===== src/rtl/lrsc_pkg.sv =====
package lrsc_pkg;

  // Result codes returned to the core for a store-conditional.
  localparam int unsigned SC_PASS = 0;
  localparam int unsigned SC_FAIL = 1;

  // Natural alignment check on the low three address bits.
  function automatic logic req_misaligned(input logic [2:0] lo, input logic dword);
    return dword ? (lo != 3'd0) : (lo[1:0] != 2'd0);
  endfunction

  // Number of extra bytes beyond the first for a 2^lg byte store.
  function automatic logic [3:0] span_extra(input logic [1:0] lg);
    return (4'd1 << lg) - 4'd1;
  endfunction

endpackage


===== src/rtl/lrsc_snoop_match.sv =====
module lrsc_snoop_match import lrsc_pkg::*; #(
  parameter int AW      = 32,
  parameter int GRAN_LG = 3,
  parameter int NG      = 2
) (
  input  logic [AW-1:0]                 snp_addr,
  input  logic [1:0]                    snp_lgbytes,
  input  logic [NG-1:0][AW-GRAN_LG-1:0] gran,
  output logic [NG-1:0]                 hit
);
  localparam int GW = AW - GRAN_LG;

  logic [AW-1:0] last_byte;
  logic [GW-1:0] first_g, last_g;

  assign last_byte = snp_addr + AW'(span_extra(snp_lgbytes));
  assign first_g   = snp_addr[AW-1:GRAN_LG];
  assign last_g    = last_byte[AW-1:GRAN_LG];

  // A store no wider than a granule touches at most two granules.
  for (genvar g = 0; g < NG; g++) begin : g_cmp
    assign hit[g] = (first_g == gran[g]) || (last_g == gran[g]);
  end
endmodule


===== src/rtl/lrsc_resv_reg.sv =====
module lrsc_resv_reg #(
  parameter int GW = 29
) (
  input  logic          clk,
  input  logic          rst_n,
  input  logic          set,
  input  logic          clr,
  input  logic [GW-1:0] set_gran,
  output logic          valid_q,
  output logic [GW-1:0] gran_q
);
  always_ff @(posedge clk) begin
    if (!rst_n) begin
      valid_q <= 1'b0;
      gran_q  <= '0;
    end else if (set) begin
      valid_q <= 1'b1;
      gran_q  <= set_gran;
    end else if (clr) begin
      valid_q <= 1'b0;
    end
  end

  // a set opens the reservation on the requested granule
  a_r2_set_opens: assert property (@(posedge clk) disable iff (!rst_n)
    set |=> (valid_q && gran_q == $past(set_gran)));
endmodule


===== src/rtl/lrsc_resv_tracker.sv =====
module lrsc_resv_tracker import lrsc_pkg::*; #(
  parameter int AW      = 32,
  parameter int DW      = 64,
  parameter int CODE_W  = 8,
  parameter int GRAN_LG = 3
) (
  input  logic              clk,
  input  logic              rst_n,
  input  logic              req_valid,
  input  logic              req_is_sc,
  input  logic              req_dword,
  input  logic [AW-1:0]     req_addr,
  input  logic [DW-1:0]     req_wdata,
  input  logic              snp_valid,
  input  logic [AW-1:0]     snp_addr,
  input  logic [1:0]        snp_lgbytes,
  input  logic              drop_req,
  output logic              rsp_valid,
  output logic              rsp_exc,
  output logic [CODE_W-1:0] rsp_code,
  output logic              mem_we,
  output logic [AW-1:0]     mem_addr,
  output logic [DW-1:0]     mem_wdata,
  output logic              resv_valid
);
  localparam int GW = AW - GRAN_LG;

  // Named internal events
  logic          misal, lr_go, sc_go, bad_req;
  logic          hit_cur, hit_new, sc_pass, resv_set, resv_clr;
  logic [GW-1:0] req_gran, gran_q;
  logic [1:0]    hits;

  assign req_gran = req_addr[AW-1:GRAN_LG];
  assign misal    = req_misaligned(req_addr[2:0], req_dword);
  assign lr_go    = req_valid && !req_is_sc && !misal;
  assign sc_go    = req_valid &&  req_is_sc && !misal;
  assign bad_req  = req_valid && misal;

  lrsc_snoop_match #(.AW(AW), .GRAN_LG(GRAN_LG), .NG(2)) u_snoop (
    .snp_addr    (snp_addr),
    .snp_lgbytes (snp_lgbytes),
    .gran        ({req_gran, gran_q}),
    .hit         (hits)
  );

  assign hit_cur  = snp_valid && resv_valid && hits[0];
  assign hit_new  = snp_valid && hits[1];
  assign sc_pass  = sc_go && resv_valid && (req_gran == gran_q) && !hit_cur && !drop_req;
  assign resv_set = lr_go && !hit_new && !drop_req;
  assign resv_clr = hit_cur || drop_req || sc_go || lr_go;

  lrsc_resv_reg #(.GW(GW)) u_resv (
    .clk      (clk),
    .rst_n    (rst_n),
    .set      (resv_set),
    .clr      (resv_clr),
    .set_gran (req_gran),
    .valid_q  (resv_valid),
    .gran_q   (gran_q)
  );

  always_ff @(posedge clk) begin
    if (!rst_n) begin
      rsp_valid <= 1'b0;
      rsp_exc   <= 1'b0;
      rsp_code  <= '0;
      mem_we    <= 1'b0;
      mem_addr  <= '0;
      mem_wdata <= '0;
    end else begin
      rsp_valid <= req_valid;
      rsp_exc   <= bad_req;
      rsp_code  <= (sc_go && !sc_pass) ? CODE_W'(SC_FAIL) : CODE_W'(SC_PASS);
      mem_we    <= sc_pass;
      if (sc_pass) begin
        mem_addr  <= req_addr;
        mem_wdata <= req_wdata;
      end
    end
  end

  // a write only follows a held reservation
  a_r3_write_needs_resv: assert property (@(posedge clk) disable iff (!rst_n)
    mem_we |-> $past(resv_valid));
  // store-conditional without reservation never writes
  a_r4_no_resv_no_write: assert property (@(posedge clk) disable iff (!rst_n)
    (sc_go && !resv_valid) |=> (!mem_we && rsp_code != '0));
  // reservation is gone after any aligned store-conditional
  a_r5_sc_clears: assert property (@(posedge clk) disable iff (!rst_n)
    sc_go |=> !resv_valid);
  // a snoop hit on the held granule removes it unless a new LR re-arms it
  a_r7_snoop_kills: assert property (@(posedge clk) disable iff (!rst_n)
    (hit_cur && !resv_set) |=> !resv_valid);
  // snoop wins over a same-cycle store-conditional
  a_r9_snoop_beats_sc: assert property (@(posedge clk) disable iff (!rst_n)
    (hit_cur && sc_go) |=> (!mem_we && rsp_code != '0));
  // an exception never comes with a write, and keeps the reservation
  a_r10_exc_no_write: assert property (@(posedge clk) disable iff (!rst_n)
    rsp_exc |-> !mem_we);
  a_r10_exc_keeps_resv: assert property (@(posedge clk) disable iff (!rst_n)
    (bad_req && !snp_valid && !drop_req) |=> (resv_valid == $past(resv_valid)));
  // same-cycle snoop on the LR granule leaves nothing reserved
  a_r12_snoop_beats_lr: assert property (@(posedge clk) disable iff (!rst_n)
    (lr_go && hit_new) |=> !resv_valid);
endmodule


===== config.mk =====
export PLATFORM = sky130hd
export DESIGN_NAME = lrsc_resv_tracker
export DESIGN_NICKNAME = d
export VERILOG_FILES = /design/src/rtl/lrsc_pkg.sv /design/src/rtl/lrsc_snoop_match.sv /design/src/rtl/lrsc_resv_reg.sv /design/src/rtl/lrsc_resv_tracker.sv
export SDC_FILE = /design/constraint.sdc
export NUM_CORES = 1
export LEC_CHECK = 0
export ABC_AREA = 1
export BUFFER_PORTS_ARGS = -buffer_cell sky130_fd_sc_hd__buf_2
export CAP_MARGIN = 20
export CORE_MARGIN = 3
export CORE_UTILIZATION = 54
export CTS_CLUSTER_DIAMETER = 30
export DETAILED_ROUTE_END_ITERATION = 7
export PLACE_DENSITY = 0.9
export REMOVE_ABC_BUFFERS = 1
export SLEW_MARGIN = 20
export SYNTH_ARGS = -nofsm -noshare
export SYNTH_HDL_FRONTEND = slang
export SYNTH_SLANG_ARGS = --single-unit

===== constraint.sdc =====
create_clock -name clk -period 3.6 [get_ports clk]
set_input_delay 0.54 -clock clk [delete_from_list [all_inputs] [get_ports clk]]
set_output_delay 0.54 -clock clk [all_outputs]
set_load 0.005 [all_outputs]

[After elaboration in Yosys (flattened, before gate mapping)]
Cells that the tools add are included.
Word-level totals
  bits in registers: 137
  logic and storage cells: 49
  output and inout port bits: 108
Operators by class
  muxes and demuxes: 4
  reductions and logical operators: 29
  equality and inequality tests: 5
  add/subtract/negate cells: 2
  shifts and indexed selects: 1
Operator list (count)
  equality test 29 bit: 5
  adder 32 x 4 -> 32 bit: 1
  logical AND 1 bit: 15
  logical NOT 1 bit: 6
  logical OR 1 bit: 5
  2-to-1 mux 1 bit: 4
  nonzero test 2 bit: 2
  << shifter 1 x 2 -> 4 bit (first input constant): 1
  subtractor 4 x 1 -> 4 bit (second input constant): 1
  nonzero test 3 bit: 1

[Logic depth before layout (Yosys ltp)]
  word-level depth: 12
  depth in mapped cells: 27

[By module]
From an unflattened synthesis, not the netlist that was laid out.
Second synthesis, totals
  cell total of the unflattened synthesis: 1311
  area, all modules: 8380.5 µm²
By module, submodules not included
  lrsc_resv_tracker: area an instance 4679.5 µm², cells each 672, seq. area each 2001.9 µm², instances 1
  lrsc_snoop_match: area an instance 2616.3 µm², cells each 508, seq. area each 0.0 µm², instances 1
  lrsc_resv_reg: area an instance 1084.8 µm², cells each 131, seq. area each 600.6 µm², instances 1

[Worst setup path after synthesis]
No wires, ideal clock.
  kind: input -> register
  from: input port snp_lgbytes[1]
  to: register u_resv.gran_q[19]
  slack: 772 ps
  stages on the path: 22
  data required time: 3485 ps
  data arrival time: 2713 ps
  path buffers: 2
  cell sequence: nand2_1 inv_1 ha_1 nand2_1 inv_1 nand3_1 nand2_1 nand2_1 nand2_1 nand3_1 xor2_1 nand2_1 nor2_1 nand3_1 nor2_1 nand2_1 nand2_1 nand2_1 buf_4 buf_2 a21oi_1 nor2_1
Between the ends
  cells in the longest elaborated chain, start to end: 9
RTL lines
  start: declaration: line lrsc_resv_tracker.sv:16  | input logic [1:0] snp_lgbytes,
  << shifter 1 x 2 -> 4 bit: line lrsc_pkg.sv:14  | return (4'd1 << lg) - 4'd1;
  subtractor 4 x 1 -> 4 bit: line lrsc_pkg.sv:14
  adder 32 x 4 -> 32 bit: line lrsc_snoop_match.sv:16  | assign last_byte = snp_addr + AW'(span_extra(snp_lgbytes));
  equality test 29 bit: line lrsc_snoop_match.sv:22  | assign hit[g] = (first_g == gran[g]) || (last_g == gran[g]);
  logical OR 1 bit: line lrsc_snoop_match.sv:22
  logical AND 1 bit: line lrsc_resv_tracker.sv:48  | assign hit_new = snp_valid && hits[1];
  logical NOT 1 bit: line lrsc_resv_tracker.sv:50  | assign resv_set = lr_go && !hit_new && !drop_req;
  logical AND 1 bit (2 in a row): line lrsc_resv_tracker.sv:50
  end signal: assignment: line lrsc_resv_reg.sv:18  | gran_q <= set_gran;
  end: declaration: line lrsc_resv_reg.sv:10  | output logic [GW-1:0] gran_q
No other way between the ends.
A chain may end at the register's enable or synchronous reset.

[Worst setup path after layout]
  from: input port snp_lgbytes[1]
  to: register mem_wdata[37]
Between the ends
  cells in the longest elaborated chain, start to end: 9
RTL lines
  << shifter 1 x 2 -> 4 bit: line lrsc_pkg.sv:14
  subtractor 4 x 1 -> 4 bit: line lrsc_pkg.sv:14
  adder 32 x 4 -> 32 bit: line lrsc_snoop_match.sv:16
  equality test 29 bit: line lrsc_snoop_match.sv:22
  logical OR 1 bit: line lrsc_snoop_match.sv:22
  logical AND 1 bit: line lrsc_resv_tracker.sv:47  | assign hit_cur = snp_valid && resv_valid && hits[0];
  logical NOT 1 bit: line lrsc_resv_tracker.sv:49  | assign sc_pass = sc_go && resv_valid && (req_gran == gran_q) && !hit_cur && !drop_req;
  logical AND 1 bit (2 in a row): line lrsc_resv_tracker.sv:49
  end signal: assignment: line lrsc_resv_tracker.sv:78  | mem_wdata <= req_wdata;
  end: declaration: line lrsc_resv_tracker.sv:23  | output logic [DW-1:0] mem_wdata,
No other way between the ends.

==> results <==
- The flow ran to the end, and the final reports show no timing, DRC or antenna violations.
- Sequential elements use 27.8% of the synthesized area.
- Dividing the detail-routed via count by the number of cells gives 5.20.
- Summed over its instances, the top area cell type makes up 27.8% of the synthesized netlist area.
- The fraction of layout cells with a size suffix above 1 is 17.6%.
- The number of slew-limit violations in the final report is 0.
- The arrival time at the worst endpoint is 3.62 ns.
- The count of nets left with antenna violations once routing finished came out at 0.
- The H-tree was split into 4 levels.
- The number of instances resized during post-cts repair is 0.
- The cell type with the highest aggregate area in the netlist is dfxtp_1.
- The clock arrives with 0.0143 ns of skew.
- The instance area after placement is 0.0106 mm².
- The die is 138 µm wide.
- Entering global routing, the biggest net connects 97 pins.
- Dividing the synthesized area by the synthesized cell count gives 5.94 µm².
- After clock tree synthesis, the setup repair step added 0 buffers.
- Timing would allow up to 306 MHz.
- The gate count after technology mapping is 1,575.
- The number of distinct library cells after synthesis is 45.
- The number of inserted diodes is 0.
- The placed wire-length estimate after detailed placement is 22,300 µm.
- The sort of element at the end of the critical path is a flop.
- For this block, the routed nets add up to 30,400 µm of wire.
- The worst path buffer plus inverter count is 4.
- The post-place setup slack is 0.0657 ns.
- The mapped netlist covers 0.00935 mm².
- The clock-pin slew of the registers on the worst-case setup and hold paths is 0.06 ns.
- The number of input and output port buffers inserted is 237.
- The cell that appears most often on the critical path is nand2_1.
- The first-pass GRT wire length is 46,500 µm.
- The number of I/O pins is 245.
- The final design instance area without fill is 0.0112 mm².
- At the end of routability-driven placement, the weighted congestion stood at 1.02.
- After synthesis, the most frequently instantiated cells are nand2_1, inv_1, nor2_1, dfxtp_1, nand4_1.
- Synthesis inferred 130 register bits.
- Across all setup checks in the final design, the least slack found is 0.337 ns.
- The largest fanout on the critical path is 96.
- VDD sags by at most 0.000375 V.
- The final count of hold timing violations was 0.
- The hold buffer count at CTS is 0.
- The vertical die dimension is 138 µm.
- STA classifies the critical path startpoint as an input pin.
- The worst hold path belongs to the class input pin to flop.
- In the final design database the tool counted 1,908 nets.
- The first routing iteration left 1,029 violations.
- The residual DRC count is 0.
- The fill cell total of the finished layout is 1,529.
- The clock tree root buffer cell is clkbuf_16.
- The clock latency on the worst-skew pair is 0.42 ns.
- For this run, the slowest stage of the critical path takes 0.37 ns.
- The static power due to leakage is 6.09 nW.
- In the post-synthesis netlist, the cell with the most instances is nand2_1.
- The critical path goes through buf_2 -> nand2_1 -> inv_1 -> ha_1 -> nand2_1 -> inv_1 -> nand3_1 -> nand2_1 -> nand2_1 -> nand2_1 -> nand3_1 -> xor2_1 -> nand2_1 -> nor2_1 -> nand2_1 -> nor2_1 -> nand2_1 -> nand2_1 -> nand2_4 -> buf_12 -> nand4_1 -> nand2_1 -> nor2_1.
- Counting I/O delays and the setup requirement, the final critical path takes 3.26 ns.
- The setup path with the least slack is of type input pin to flop.
- The buffer levels on the longest clock path is 2.
- Global routing finished with a remaining overflow of 0.
- Buffers inserted during clock tree synthesis total 17.
- The number of warning messages in the yosys log is 0.
- The number of flops mapped to enable cells by yosys is 0.
- The area inside the core boundary is 0.0168 mm².
- The initial standard-cell utilization of the core is 55.8%.
- The max-cap check violation count is 0.
- The largest individual stage delay along the critical path comes from the cell nand2_1.
- The clock tree from TritonCTS is built.
- The required time at the endpoint of the critical path is 3.96 ns.
- The number of antenna violations at the first check in global routing is 1.
- At the pin with the least slew margin, the transition time is 0.901 ns.
- Setup repair after global routing left no endpoint under its margin.
- The power density of the placed cells is 336 mW/mm².
- The worst-case headroom to the max-slew limit is 39.8%.
- For this design, the sink count on the clock tree is 130.
- The die covers 0.0189 mm².
- Setup violations remaining at the end of the flow were counted as 0.
- The area growth from synthesis to layout is 20.3%.
- The placement row count is 47.
- Counting flops with an async set or reset pin after synthesis yields a share of 0%.
- The number of global-route vias before repair is 9,304.
- The number of vias after detailed routing is 10,400.
- The cell class contributing the biggest share of worst-path delay is simple AND/OR/NAND/NOR gates.
- For this run, the detailed router's first-pass iteration total came to 5.
- The global router's overall resource usage is 30.8%.
- Yosys attributes the largest share of cell area to dfxtp_1, nand2_1, inv_1, nand4_1, nor2_1.
- The average wire per standard cell is 15.2 µm.
- The leading register cell type out of synthesis is dfxtp_1.
- Of the available clock period, the critical path in the final layout requires 90.6%.
-- flip-flops by register name, indices dropped and copies added (netlist names) --
register        cells
mem_wdata          64
u_resv.valid_q      1
rsp_exc             1
mem_addr           32
mem_we              1
rsp_code            1
u_resv.gran_q      29
rsp_valid           1
-- cells in the final DEF, fill, tap and decap left out, types with 2 or more instances in the layout --
master / count
bufinv_16: 3
a2111oi_0: 3
xnor2_1: 32
nor3b_1: 2
buf_4: 8
inv_1: 350
o211ai_1: 2
dfxtp_1: 130
clkbuf_16: 17
a21oi_1: 35
nand4_1: 128
buf_2: 236
nand2_1: 385
conb_1: 8
ha_1: 3
xor2_1: 56
a221oi_1: 3
inv_2: 11
buf_12: 7
nand3_1: 90
nor4_1: 12
nor2_2: 4
nor2_1: 189
o2111ai_1: 3
xnor3_1: 2
clkinvlp_4: 7
nand3b_1: 4
o22ai_1: 5
or2_2: 8
nor3_1: 11
o21ai_0: 5
nor3_2: 2
inv_6: 3
-- through the flow --
stage	cells	total power, mW	setup TNS, ns	hold slack [ns]	utilization (%)
floorplan	1498	1.78	-291.14	0.425	-
global placement	1969	2.01	0	0.414	63.5
finish	2001	3.78	0	0.358	67.1
CTS	2001	3.78	0	0.349	67.1
detailed placement	1969	2.01	0	0.422	63.5
global route	2001	3.91	0	0.357	67.1
-- cells by family (layout without fill, tap and decap cells) --
group	after synthesis	after routing	synth area share [%]
AO/OA/AOI/OAI	59	59	3.73
XOR/XNOR	90	90	8.72
adder cells (fa/ha/maj)	3	3	0.401
buffers and inverters	445	644	18.9
flip-flops	130	130	27.8
other	1	8	0.0401
AND/OR/NAND/NOR	847	847	40.4
-- metal layers --
metal	global-route usage, %	up-vias	wire length, µm
met2	51.0	470	14500
met3	4.93	84	2140
met5	0	-	13
li1	-	5204	-
met1	40.7	4641	12700
met4	10.4	2	1020
-- final cells by class --
| cell class | count | area (µm²) | share of cell area [%] |
|---|---|---|---|
| clock buffer | 17 | 425 | 3.78 |
| inverter | 361 | 1360 | 12.0 |
| multi-input combinational | 1007 | 5030 | 44.7 |
| timing repair buffer | 251 | 1380 | 12.3 |
| tap | 220 | 275 | 2.45 |
| clock inverter | 15 | 183 | 1.62 |
| sequential | 130 | 2600 | 23.1 |
-- worst paths after layout --
kind / from / endpoint / slack (ns) / cells past startpoint
max: snp_lgbytes[1] / mem_wdata[37] / 0.34 / 23
min: req_valid / rsp_valid / 0.36 / 3
max reg2reg: u_resv.gran_q[0] / mem_wdata[42] / 0.76 / 12
min reg2reg: mem_addr[0] / mem_addr[0] / 0.43 / 2
-- worst reg2reg max path, stage by stage (launching register included) --
cell,delay [ns]
dfxtp_1,0.36
inv_1,0.15
nand2_1,0.14
o211ai_1,0.09
a2111oi_0,0.59
nand4_1,0.29
nor2_4,0.21
buf_12,0.27
nand3_4,0.18
buf_4,0.26
nand2_1,0.08
inv_1,0.06
nor2_1,0.11
-- report_power, final --
group | internal (mW) | leakage [nW] | total [mW] | switching [mW]
logic | 0.196 | 4.76 | 0.537 | 0.341
registers | 1.45 | 1.05 | 1.46 | 0.00981
clock network | 1.09 | 0.275 | 1.79 | 0.693
total | 2.74 | 6.09 | 3.78 | 1.04
Note: power is estimated with default switching activity, not from simulation.
